[src/rtl/brkpt_pkg.sv]
// Shared types for the breakpoint unit.
// Assumes an 8-bit control word whose layout is fixed by the field order below.
package brkpt_pkg;

    localparam int CTRL_W = 8;

    typedef enum logic [1:0] {
        KIND_FETCH = 2'b00,
        KIND_READ  = 2'b01,
        KIND_WRITE = 2'b10,
        KIND_NONE  = 2'b11
    } bus_kind_e;

    typedef enum logic [1:0] {
        COND_FETCH = 2'b00,
        COND_READ  = 2'b01,
        COND_WRITE = 2'b10,
        COND_ANY   = 2'b11
    } cond_e;

    // Control word, MSB first: flag, master select, mask code, condition, enable
    typedef struct packed {
        logic       flag;
        logic       msel;
        logic [2:0] mask;
        cond_e      cond;
        logic       en;
    } ctrl_t;

    // Number of low address bits that a mask code excludes from the compare
    function automatic logic [3:0] ignore_count(input logic [2:0] code);
        case (code)
            3'd1:    ignore_count = 4'd1;
            3'd2:    ignore_count = 4'd2;
            3'd3:    ignore_count = 4'd4;
            3'd4:    ignore_count = 4'd8;
            3'd5:    ignore_count = 4'd12;
            default: ignore_count = 4'd0;
        endcase
    endfunction

endpackage

[src/rtl/brkpt_regs.sv]
// Register file of the breakpoint unit: break address, configuration and sticky flag.
// Assumes REG_W > ADDR_W >= CTRL_W. The flag clear is a read-then-write sequence,
// and a simultaneous hit overrides the clear.
module brkpt_regs
    import brkpt_pkg::*;
#(
    parameter int ADDR_W = 24,
    parameter int REG_W  = 32
) (
    input  logic              clk,
    input  logic              rst_n,
    input  logic              reg_sel,
    input  logic              reg_wr,
    input  logic              reg_rd,
    input  logic [REG_W-1:0]  reg_wdata,
    output logic [REG_W-1:0]  reg_rdata,
    input  logic              hit,
    output logic [ADDR_W-1:0] brk_addr,
    output ctrl_t             ctrl
);

    localparam int CFG_W = CTRL_W - 1;

    logic [ADDR_W-1:0] addr_q;
    logic [CFG_W-1:0]  cfg_q;
    logic              flag_q;
    logic              armed_q;
    logic              ctrl_wr;
    logic              ctrl_rd;
    logic              clr_req;

    assign ctrl_wr = reg_wr && reg_sel;
    assign ctrl_rd = reg_rd && reg_sel;
    assign clr_req = ctrl_wr && armed_q && !reg_wdata[CTRL_W-1];

    // Break address register
    always_ff @(posedge clk) begin
        if (!rst_n)                  addr_q <= '0;
        else if (reg_wr && !reg_sel) addr_q <= reg_wdata[ADDR_W-1:0];
    end

    // Configuration bits below the flag
    always_ff @(posedge clk) begin
        if (!rst_n)       cfg_q <= '0;
        else if (ctrl_wr) cfg_q <= reg_wdata[CFG_W-1:0];
    end

    // Clear arming: set by reading the flag as 1, spent by any control write
    always_ff @(posedge clk) begin
        if (!rst_n)                armed_q <= 1'b0;
        else if (ctrl_wr)          armed_q <= 1'b0;
        else if (ctrl_rd && flag_q) armed_q <= 1'b1;
    end

    // Sticky match flag; a hit wins over a clear in the same clock
    always_ff @(posedge clk) begin
        if (!rst_n)       flag_q <= 1'b0;
        else if (hit)     flag_q <= 1'b1;
        else if (clr_req) flag_q <= 1'b0;
    end

    // Combinational read mux
    always_comb begin
        reg_rdata = '0;
        if (reg_sel) reg_rdata[CTRL_W-1:0] = {flag_q, cfg_q};
        else         reg_rdata[ADDR_W-1:0] = addr_q;
    end

    assign brk_addr = addr_q;
    assign ctrl     = ctrl_t'({flag_q, cfg_q});

    // Upper write-data bits carry nothing
    logic unused_wdata_hi;
    assign unused_wdata_hi = ^reg_wdata[REG_W-1:ADDR_W];

endmodule

[src/rtl/brkpt_addr_match.sv]
// Masked address comparator: each bit below the ignore count is a don't-care.
// Assumes ADDR_W >= 12 so that every mask code fits inside the address.
module brkpt_addr_match
    import brkpt_pkg::*;
#(
    parameter int ADDR_W = 24
) (
    input  logic [ADDR_W-1:0] brk_addr,
    input  logic [ADDR_W-1:0] bus_addr,
    input  logic [2:0]        mask_code,
    output logic              match
);

    logic [3:0]        ign_cnt;
    logic [ADDR_W-1:0] care;

    assign ign_cnt = ignore_count(mask_code);

    // One care bit per address bit, active above the ignored range
    for (genvar i = 0; i < ADDR_W; i++) begin : g_care
        if (i < 12) begin : g_low
            assign care[i] = (ign_cnt <= 4'(i));
        end else begin : g_high
            assign care[i] = 1'b1;
        end
    end

    // Compare only the cared-for bits
    assign match = ~|((brk_addr ^ bus_addr) & care);

endmodule

[src/rtl/brkpt_fetch_track.sv]
// Pending-fetch tracker: remembers the address of a matching fetch and reports a
// hit when that instruction is announced for execution. Any other executed address
// drops the pending match, and losing the fetch configuration drops it too.
module brkpt_fetch_track #(
    parameter int ADDR_W = 24
) (
    input  logic              clk,
    input  logic              rst_n,
    input  logic              fetch_cfg,
    input  logic              fetch_seen,
    input  logic [ADDR_W-1:0] fetch_addr,
    input  logic              exec_valid,
    input  logic [ADDR_W-1:0] exec_addr,
    output logic              fetch_hit,
    output logic              pend
);

    logic              pend_q;
    logic [ADDR_W-1:0] pend_addr_q;

    // A hit needs a live pending match whose address is the one executing
    assign fetch_hit = pend_q && fetch_cfg && exec_valid && (exec_addr == pend_addr_q);

    // Pending state: a new fetch replaces; execution or config change retires
    always_ff @(posedge clk) begin
        if (!rst_n) begin
            pend_q      <= 1'b0;
            pend_addr_q <= '0;
        end else if (fetch_seen) begin
            pend_q      <= 1'b1;
            pend_addr_q <= fetch_addr;
        end else if (exec_valid || !fetch_cfg) begin
            pend_q      <= 1'b0;
        end
    end

    assign pend = pend_q;

endmodule

[src/rtl/brkpt_unit.sv]
// Top of the single-channel breakpoint unit. It qualifies bus cycles against the
// programmed condition, master and masked address, and drives a level request
// from the sticky flag and the enable bit. Assumes one bus cycle per clock at most.
module brkpt_unit
    import brkpt_pkg::*;
#(
    parameter int ADDR_W = 24,
    parameter int REG_W  = 32
) (
    input  logic              clk,
    input  logic              rst_n,
    input  logic              reg_sel,
    input  logic              reg_wr,
    input  logic              reg_rd,
    input  logic [REG_W-1:0]  reg_wdata,
    output logic [REG_W-1:0]  reg_rdata,
    input  logic              bus_valid,
    input  logic [ADDR_W-1:0] bus_addr,
    input  logic              bus_master,
    input  logic [1:0]        bus_kind,
    input  logic              exec_valid,
    input  logic [ADDR_W-1:0] exec_addr,
    output logic              irq_req
);

    ctrl_t             ctrl_q;
    logic [ADDR_W-1:0] brk_addr;
    logic              addr_hit;
    logic              kind_ok;
    logic              data_hit;
    logic              fetch_cfg;
    logic              fetch_seen;
    logic              fetch_hit;
    logic              pend;
    logic              hit_any;
    bus_kind_e         kind;

    assign kind = bus_kind_e'(bus_kind);

    brkpt_regs #(.ADDR_W(ADDR_W), .REG_W(REG_W)) regs_i (
        .clk       (clk),
        .rst_n     (rst_n),
        .reg_sel   (reg_sel),
        .reg_wr    (reg_wr),
        .reg_rd    (reg_rd),
        .reg_wdata (reg_wdata),
        .reg_rdata (reg_rdata),
        .hit       (hit_any),
        .brk_addr  (brk_addr),
        .ctrl      (ctrl_q)
    );

    brkpt_addr_match #(.ADDR_W(ADDR_W)) cmp_i (
        .brk_addr  (brk_addr),
        .bus_addr  (bus_addr),
        .mask_code (ctrl_q.mask),
        .match     (addr_hit)
    );

    // Access-kind qualification for the data conditions
    always_comb begin
        case (ctrl_q.cond)
            COND_READ:  kind_ok = (kind == KIND_READ);
            COND_WRITE: kind_ok = (kind == KIND_WRITE);
            COND_ANY:   kind_ok = (kind == KIND_READ) || (kind == KIND_WRITE);
            default:    kind_ok = 1'b0;
        endcase
    end

    assign data_hit   = bus_valid && kind_ok && (bus_master == ctrl_q.msel) && addr_hit;

    // A fetch condition is only meaningful with the CPU selected
    assign fetch_cfg  = (ctrl_q.cond == COND_FETCH) && !ctrl_q.msel;
    assign fetch_seen = fetch_cfg && bus_valid && (kind == KIND_FETCH) &&
                        !bus_master && addr_hit;

    brkpt_fetch_track #(.ADDR_W(ADDR_W)) trk_i (
        .clk        (clk),
        .rst_n      (rst_n),
        .fetch_cfg  (fetch_cfg),
        .fetch_seen (fetch_seen),
        .fetch_addr (bus_addr),
        .exec_valid (exec_valid),
        .exec_addr  (exec_addr),
        .fetch_hit  (fetch_hit),
        .pend       (pend)
    );

    assign hit_any = data_hit || fetch_hit;

    // Level request toward the interrupt controller
    assign irq_req = ctrl_q.flag && ctrl_q.en;

endmodule

[config.mk]
export PLATFORM = sky130hd
export DESIGN_NAME = brkpt_unit
export DESIGN_NICKNAME = d
export VERILOG_FILES = /design/src/rtl/brkpt_pkg.sv /design/src/rtl/brkpt_regs.sv /design/src/rtl/brkpt_addr_match.sv /design/src/rtl/brkpt_fetch_track.sv /design/src/rtl/brkpt_unit.sv
export SDC_FILE = /design/constraint.sdc
export NUM_CORES = 1
export LEC_CHECK = 0
export BUFFER_PORTS_ARGS = -buffer_cell sky130_fd_sc_hd__clkbuf_2
export CORE_ASPECT_RATIO = 1.5
export CORE_UTILIZATION = 35
export CTS_BUF_LIST = sky130_fd_sc_hd__clkbuf_4 sky130_fd_sc_hd__clkbuf_8
export CTS_CLUSTER_SIZE = 12
export DETAILED_ROUTE_END_ITERATION = 8
export SYNTH_ARGS = -nofsm -noshare
export SYNTH_HDL_FRONTEND = slang
export SYNTH_SLANG_ARGS = --single-unit
[constraint.sdc]
create_clock -name clk -period 2.4 [get_ports clk]
set_input_delay 0.48 -clock clk [delete_from_list [all_inputs] [get_ports clk]]
set_output_delay 0.48 -clock clk [all_outputs]
set_load 0.03 [all_outputs]
==> results of run 1 <==
state kept, by name, summed over array words and instances (netlist names):
name	count
trk_i.pend_addr_q	24
regs_i.cfg_q	7
regs_i.brk_addr	24
regs_i.armed_q	1
trk_i.pend	1
regs_i.flag_q	1
critical path: cells and delay by family:
kind                   cells  cell delay [ns]
buffers and inverters      3             0.82
and+or+nand+nor            1             0.17
report_power, final:
group	switching, mW	internal (mW)
clock	0.379	0.495
sequential	0.0251	0.987
combinational	0.201	0.146
per-stage QoR:
stage | cell area [µm²] | worst slack [ns] | utilization, % | power [mW]
floorplan | 3230 | 0.319 | - | 1.24
global placement | 3820 | 0.254 | 43.3 | 1.38
detailed placement | 3820 | 0.203 | 43.3 | 1.38
CTS | 4020 | 0.423 | 45.5 | 2.25
global route | 4020 | 0.372 | 45.5 | 2.32
finish | 4020 | 0.442 | 45.5 | 2.23
final cells by class:
class / instances / area share (%)
clock inverter: 1 / 0.187
inverter: 3 / 0.280
multi-input combinational: 293 / 47.2
tap: 110 / 3.43
timing repair buffer: 114 / 15.3
clock buffer: 15 / 4.67
sequential: 58 / 28.9
cell usage in the layout, fill, tap and decap left out, types with 2 or more instances in the layout:
master / n
nand2b_1: 2
o31a_1: 2
clkbuf_2: 106
nor3_1: 3
a21boi_0: 8
nand4_1: 6
nor2_1: 2
xor2_1: 23
buf_4: 6
a21oi_1: 2
nor4_1: 6
nor4_4: 2
clkbuf_8: 12
a211oi_1: 3
conb_1: 8
mux2_2: 8
xnor2_1: 26
mux2i_1: 25
inv_1: 3
nor2b_1: 18
ha_1: 3
nand3_1: 9
dfxtp_1: 58
buf_12: 2
nand2_1: 106
a21boi_1: 23
clkbuf_4: 3
layer usage:
metal	routed length [µm]	part of all wire (%)	vias to the layer above	global-route usage, %
met4	241	2.9	0	9.49
met3	401	4.8	15	2.76
met5	0	0	-	0
li1	-	-	1432	-
met2	4230	50	87	31.1
met1	3540	42	1257	21.4
kinds of logic after synthesis:
logic type	Yosys count	share of synthesized area (%)
and+or+nand+nor	157	22.9
DFF	58	36.3
xor gates and xnor gates	49	13.4
AOI/OAI and AO/OA	43	10.2
muxes	33	10.6
buffers and inverters	33	5.28
adders and majority gates	3	1.17
other	1	0.117
final timing paths:
kind | start | to | depth (start not counted)
worst max-delay path | reg_sel | reg_rdata[12] | 4
worst min-delay path | reg_wdata[21] | regs_i.brk_addr[21]$_SDFFE_PN0P_ | 3
worst max register to register | regs_i.brk_addr[11]$_SDFFE_PN0P_ | trk_i.pend_addr_q[3]$_SDFFE_PN0P_ | 6
worst min register to register | trk_i.pend_addr_q[0]$_SDFFE_PN0P_ | trk_i.pend_addr_q[0]$_SDFFE_PN0P_ | 2
==> results_dict.tcl, run 1 <==
set metrics [dict create \
    status "finished, final reports clean" \
    rsz0062_at_grt "false" \
    die-area_um2 9540 \
    post_cts_buffers 0 \
    antennaDiodeCount 0 \
    grt_max_degree 33 \
    antenna_found_initial 0 \
    stdcell_count 594 \
    period_needed_ns 1.96 \
    yosys.area.top_type "dfxtp_1" \
    wl_um 8410 \
    multi_input_area_um2 1900 \
    synth.area.top_cells "dfxtp_1 36%, nand2_1 12%, mux2i_1 7.8%, xnor2_1 7.1%, xor2_1 6.3%" \
    report.final.slew_viol_count 0 \
    endpoint_kind "output port" \
    cts_root_buf "clkbuf_8" \
    hold_viol 0 \
    crit_required_ns 1.92 \
    r2r_slack_ns 0.46 \
    p_leak_nw 1.72 \
    grt_usage_pct 18.2 \
    synth_top_area_share_pct 36.3 \
    layout-drive-gt1-share_pct 29.3 \
    drv_cap 0 \
    ys.flop_type "dfxtp_1" \
    htree_levels 3 \
    clock_sinks 58 \
    clock_path_buffers 2 \
    hp-class "in -> reg" \
    setup_viol 0 \
    crit_path_max_incr_delay_ns 0.30 \
    async_flop_share_pct 0 \
    cts.repair.resized 0 \
    max_slew_margin_pct 66.4 \
    die_h_um 119 \
    ir_drop_uv 266 \
    synth.most_common_cell "nand2_1" \
    syn_inst 377 \
    grt_pass1_vias 2687 \
    synth_common_cells "106 x nand2_1, 58 x dfxtp_1, 26 x xnor2_1, 25 x mux2i_1" \
    power.density_nw_per_um2 556 \
    yosysUniqueCellTypes 33 \
    via_count 2791 \
    syn_to_final_growth_pct 25.5 \
    grt_pass1_wl_um 12900 \
    whs_ns 0.348 \
    critPathLaunchType "input port" \
    hold_buffers 0 \
    dr.pass1.iters 7 \
    path_common_cell "clkbuf_2" \
    finalSetupTns_ns 0 \
    arrival_ns 1.48 \
    worstPathCellList "clkbuf_2 -> buf_4 -> nor2b_1 -> clkbuf_2" \
    vias_per_cell 4.70 \
    overflow 0 \
    synth_edf_count 0 \
    initial_core_util_pct 36.2 \
    synth-seq-cells 58 \
    ys_seq_area_share_pct 36.3 \
    timing.fmax_mhz 511 \
    critPathKind "in -> out" \
    drtIter0Drc 102 \
    hpwl_um 6660 \
    portBuffers 106 \
    final_nets 572 \
    cts_tree "yes" \
    cts_buffers 9 \
    ff_latch_area_um2 1160 \
    synth.cell_area_um2 3200 \
    finalCritPeriodShare_pct 81.6 \
    yosysWarnings 0 \
    cp_max_fo 21 \
    clk_pin_slew_worst_paths_ns 0.07 \
    num_rows 42 \
    clock_skew_ns 0.00951 \
    drc 0 \
    synth.avg_cell_area_um2 8.49 \
    detail-route-antenna-nets 0 \
    ios 123 \
    clkLatencyLatePin_ns 0.34 \
    core_area_um2 8830 \
    worst_slew_pin_slew_ns 0.505 \
    fillCellCount 896 \
    slowest_stage "buf_4" \
    place.gp.congestion 0.814 \
    wl_per_cell_um 14.2 \
    die_x_um 80.1 \
    dp.cells 578 \
]
Power figures use the tool's default switching activity.
==> run 2: changes to the inputs <==
==> constraint.sdc (replaced) <==
create_clock -name clk -period 1.9 [get_ports clk]
set_input_delay 0.38 -clock clk [delete_from_list [all_inputs] [get_ports clk]]
set_output_delay 0.38 -clock clk [all_outputs]
set_load 0.03 [all_outputs]
==> run 2 against run 1 <==
  * The flow now finishes with violations (setup timing)
  * Non-clock buffer count increased by 23
  * Routed wire length grew 7.0%
  * Global-route usage is 0.92 points higher
  * Clock skew down 0.0018 ns
  * Final cell count up 3.9%
  * Die area unchanged
  * Critical path type is now reg -> reg
==> results_dict.tcl, run 2 (synthesized netlist as in run 1, its figures left out) <==
set metrics [dict create \
    grt_pass1_wl_um 13400 \
    final_cell_mix "106 x nand2_1, 106 x clkbuf_2, 56 x dfxtp_1" \
    clkLatencyLatePin_ns 0.34 \
    critPathLaunchType "flip-flop" \
    rsz0062_at_grt "true" \
    timing.fmax_mhz 512 \
    overflow 0 \
    drc 0 \
    cp_max_fo 6 \
    core_area_um2 8830 \
    drv_cap 0 \
    die_h_um 119 \
    hpwl_um 6780 \
    die-area_um2 9540 \
    layout-drive-gt1-share_pct 33.9 \
    num_rows 42 \
    fillCellCount 869 \
    status "finished, violations left" \
    report.final.slew_viol_count 0 \
    wl_um 9000 \
    antenna_found_initial 0 \
    arrival_ns 2.22 \
    clk_pin_slew_worst_paths_ns 0.07 \
    drtIter0Drc 100 \
    ios 123 \
    die_x_um 80.1 \
    clock_skew_ns 0.00773 \
    wl_met2_um 4610 \
    hold_viol 0 \
    place_ws_ns -0.232 \
    cts_buffers 9 \
    path_common_cell "nor4_4" \
    cts_root_buf "clkbuf_8" \
    wl_met1_um 3610 \
    p_leak_nw 1.87 \
    place.gp.congestion 0.813 \
    hold_buffers 0 \
    power.total_mw 3.01 \
    detail-route-antenna-nets 0 \
    critPathKind "reg -> reg" \
    setup_viol 24 \
    dr.pass1.iters 4 \
    syn_to_final_growth_pct 35.0 \
    dr_wl_met3_um 424 \
    failed_checks "setup timing" \
    antennaDiodeCount 0 \
    slowest_stage "nor4_4" \
    portBuffers 106 \
    via_count 2893 \
    grt_usage_pct 19.1 \
    top_layer "met4" \
    hp-class "in -> reg" \
    grt_max_degree 39 \
    endpoint_kind "flip-flop" \
    critical_path.top_delay_family "simple AND/OR/NAND/NOR gates" \
    min_from "reg_wdata[9]" \
    crit_required_ns 2.17 \
    wl_per_cell_um 14.6 \
    htree_levels 3 \
    multi_input_area_um2 1940 \
    clock_path_buffers 2 \
    power.density_nw_per_um2 696 \
    fin_ws_ns -0.0513 \
    clock_sinks 58 \
    r2r_start "regs_i.brk_addr[8]$_SDFFE_PN0P_" \
    grt_pass1_vias 2764 \
    finalCritPeriodShare_pct 103 \
    initial_core_util_pct 36.2 \
    period_needed_ns 1.95 \
    crit_buf_inv 2 \
    ir_drop_uv 330 \
    crit_path_max_incr_delay_ns 0.38 \
    cts_tree "yes" \
    ff_latch_area_um2 1170 \
    worstPathCellList "xor2_4 -> nor4_4 -> a21oi_2 -> nor4_4 -> buf_4 -> clkbuf_16 -> mux2i_1" \
    vias_per_cell 4.69 \
    final_nets 595 \
    cp-startpoint "regs_i.brk_addr[8]$_SDFFE_PN0P_" \
]
[run 2: layout make-up]
type                    instances  share of cell area [%]
multi-input cells             293                    44.9
inverters                       3                   0.261
repair buffers                137                    19.5
flip-flops and latches         58                    27.0
clock inverters                 1                   0.695
well taps                     110                    3.19
clock buffers                  15                    4.49
[run 2: per-layer routing]
| metal | up-vias | track usage [%] |
|---|---|---|
| met4 | 0 | 12.2 |
| li1 | 1482 | - |
| met2 | 91 | 31.0 |
| met1 | 1298 | 22.4 |
| met3 | 22 | 3.98 |
| met5 | - | 0 |
[run 2: worst paths after layout]
kind	slack, ns	to	depth (start not counted)
worst max register to register	-0.05	trk_i.pend_addr_q[23]$_SDFFE_PN0P_	7
worst min-delay path	0.25	regs_i.brk_addr[9]$_SDFFE_PN0P_	3
worst min register to register	0.47	trk_i.pend_addr_q[3]$_SDFFE_PN0P_	2
worst max-delay path	-0.05	trk_i.pend_addr_q[23]$_SDFFE_PN0P_	7
[run 2: repair_timing]
item                       4_1_cts  5_1_grt
cloned                           0        3
gates resized for setup          0        7
pin swaps                        0        5
setup buffers                    0        4
setup endpoints to repair       24       25
[run 2: worst register-to-register path: stages (launching register included)]
cell,delay (ns)
dfxtp_2,0.35
xor2_4,0.19
nor4_4,0.38
a21oi_2,0.14
nor4_4,0.28
buf_4,0.19
clkbuf_16,0.16
mux2i_1,0.18
[run 2: power breakdown]
part,switching (mW),leakage [nW],internal (mW)
registers,0.0330,0.472,1.25
clock network,0.469,0.117,0.779
logic,0.267,1.28,0.213
total,0.769,1.87,2.24
[run 2: per-stage QoR]
step / std cells / TNS [ns] / utilization (%) / cell area (µm²) / hold WS [ns]
3_3_place_gp: 594 / -3.72 / 45.0 / 3970 / 0.454
5_1_grt: 617 / -1.89 / 48.9 / 4320 / 0.240
2_1_floorplan: 384 / -1.43 / - / 3250 / 0.447
6_report: 617 / -0.582 / 48.9 / 4320 / 0.248
3_5_place_dp: 594 / -5.04 / 45.0 / 3970 / 0.461
4_1_cts: 610 / -1.56 / 47.5 / 4200 / 0.242
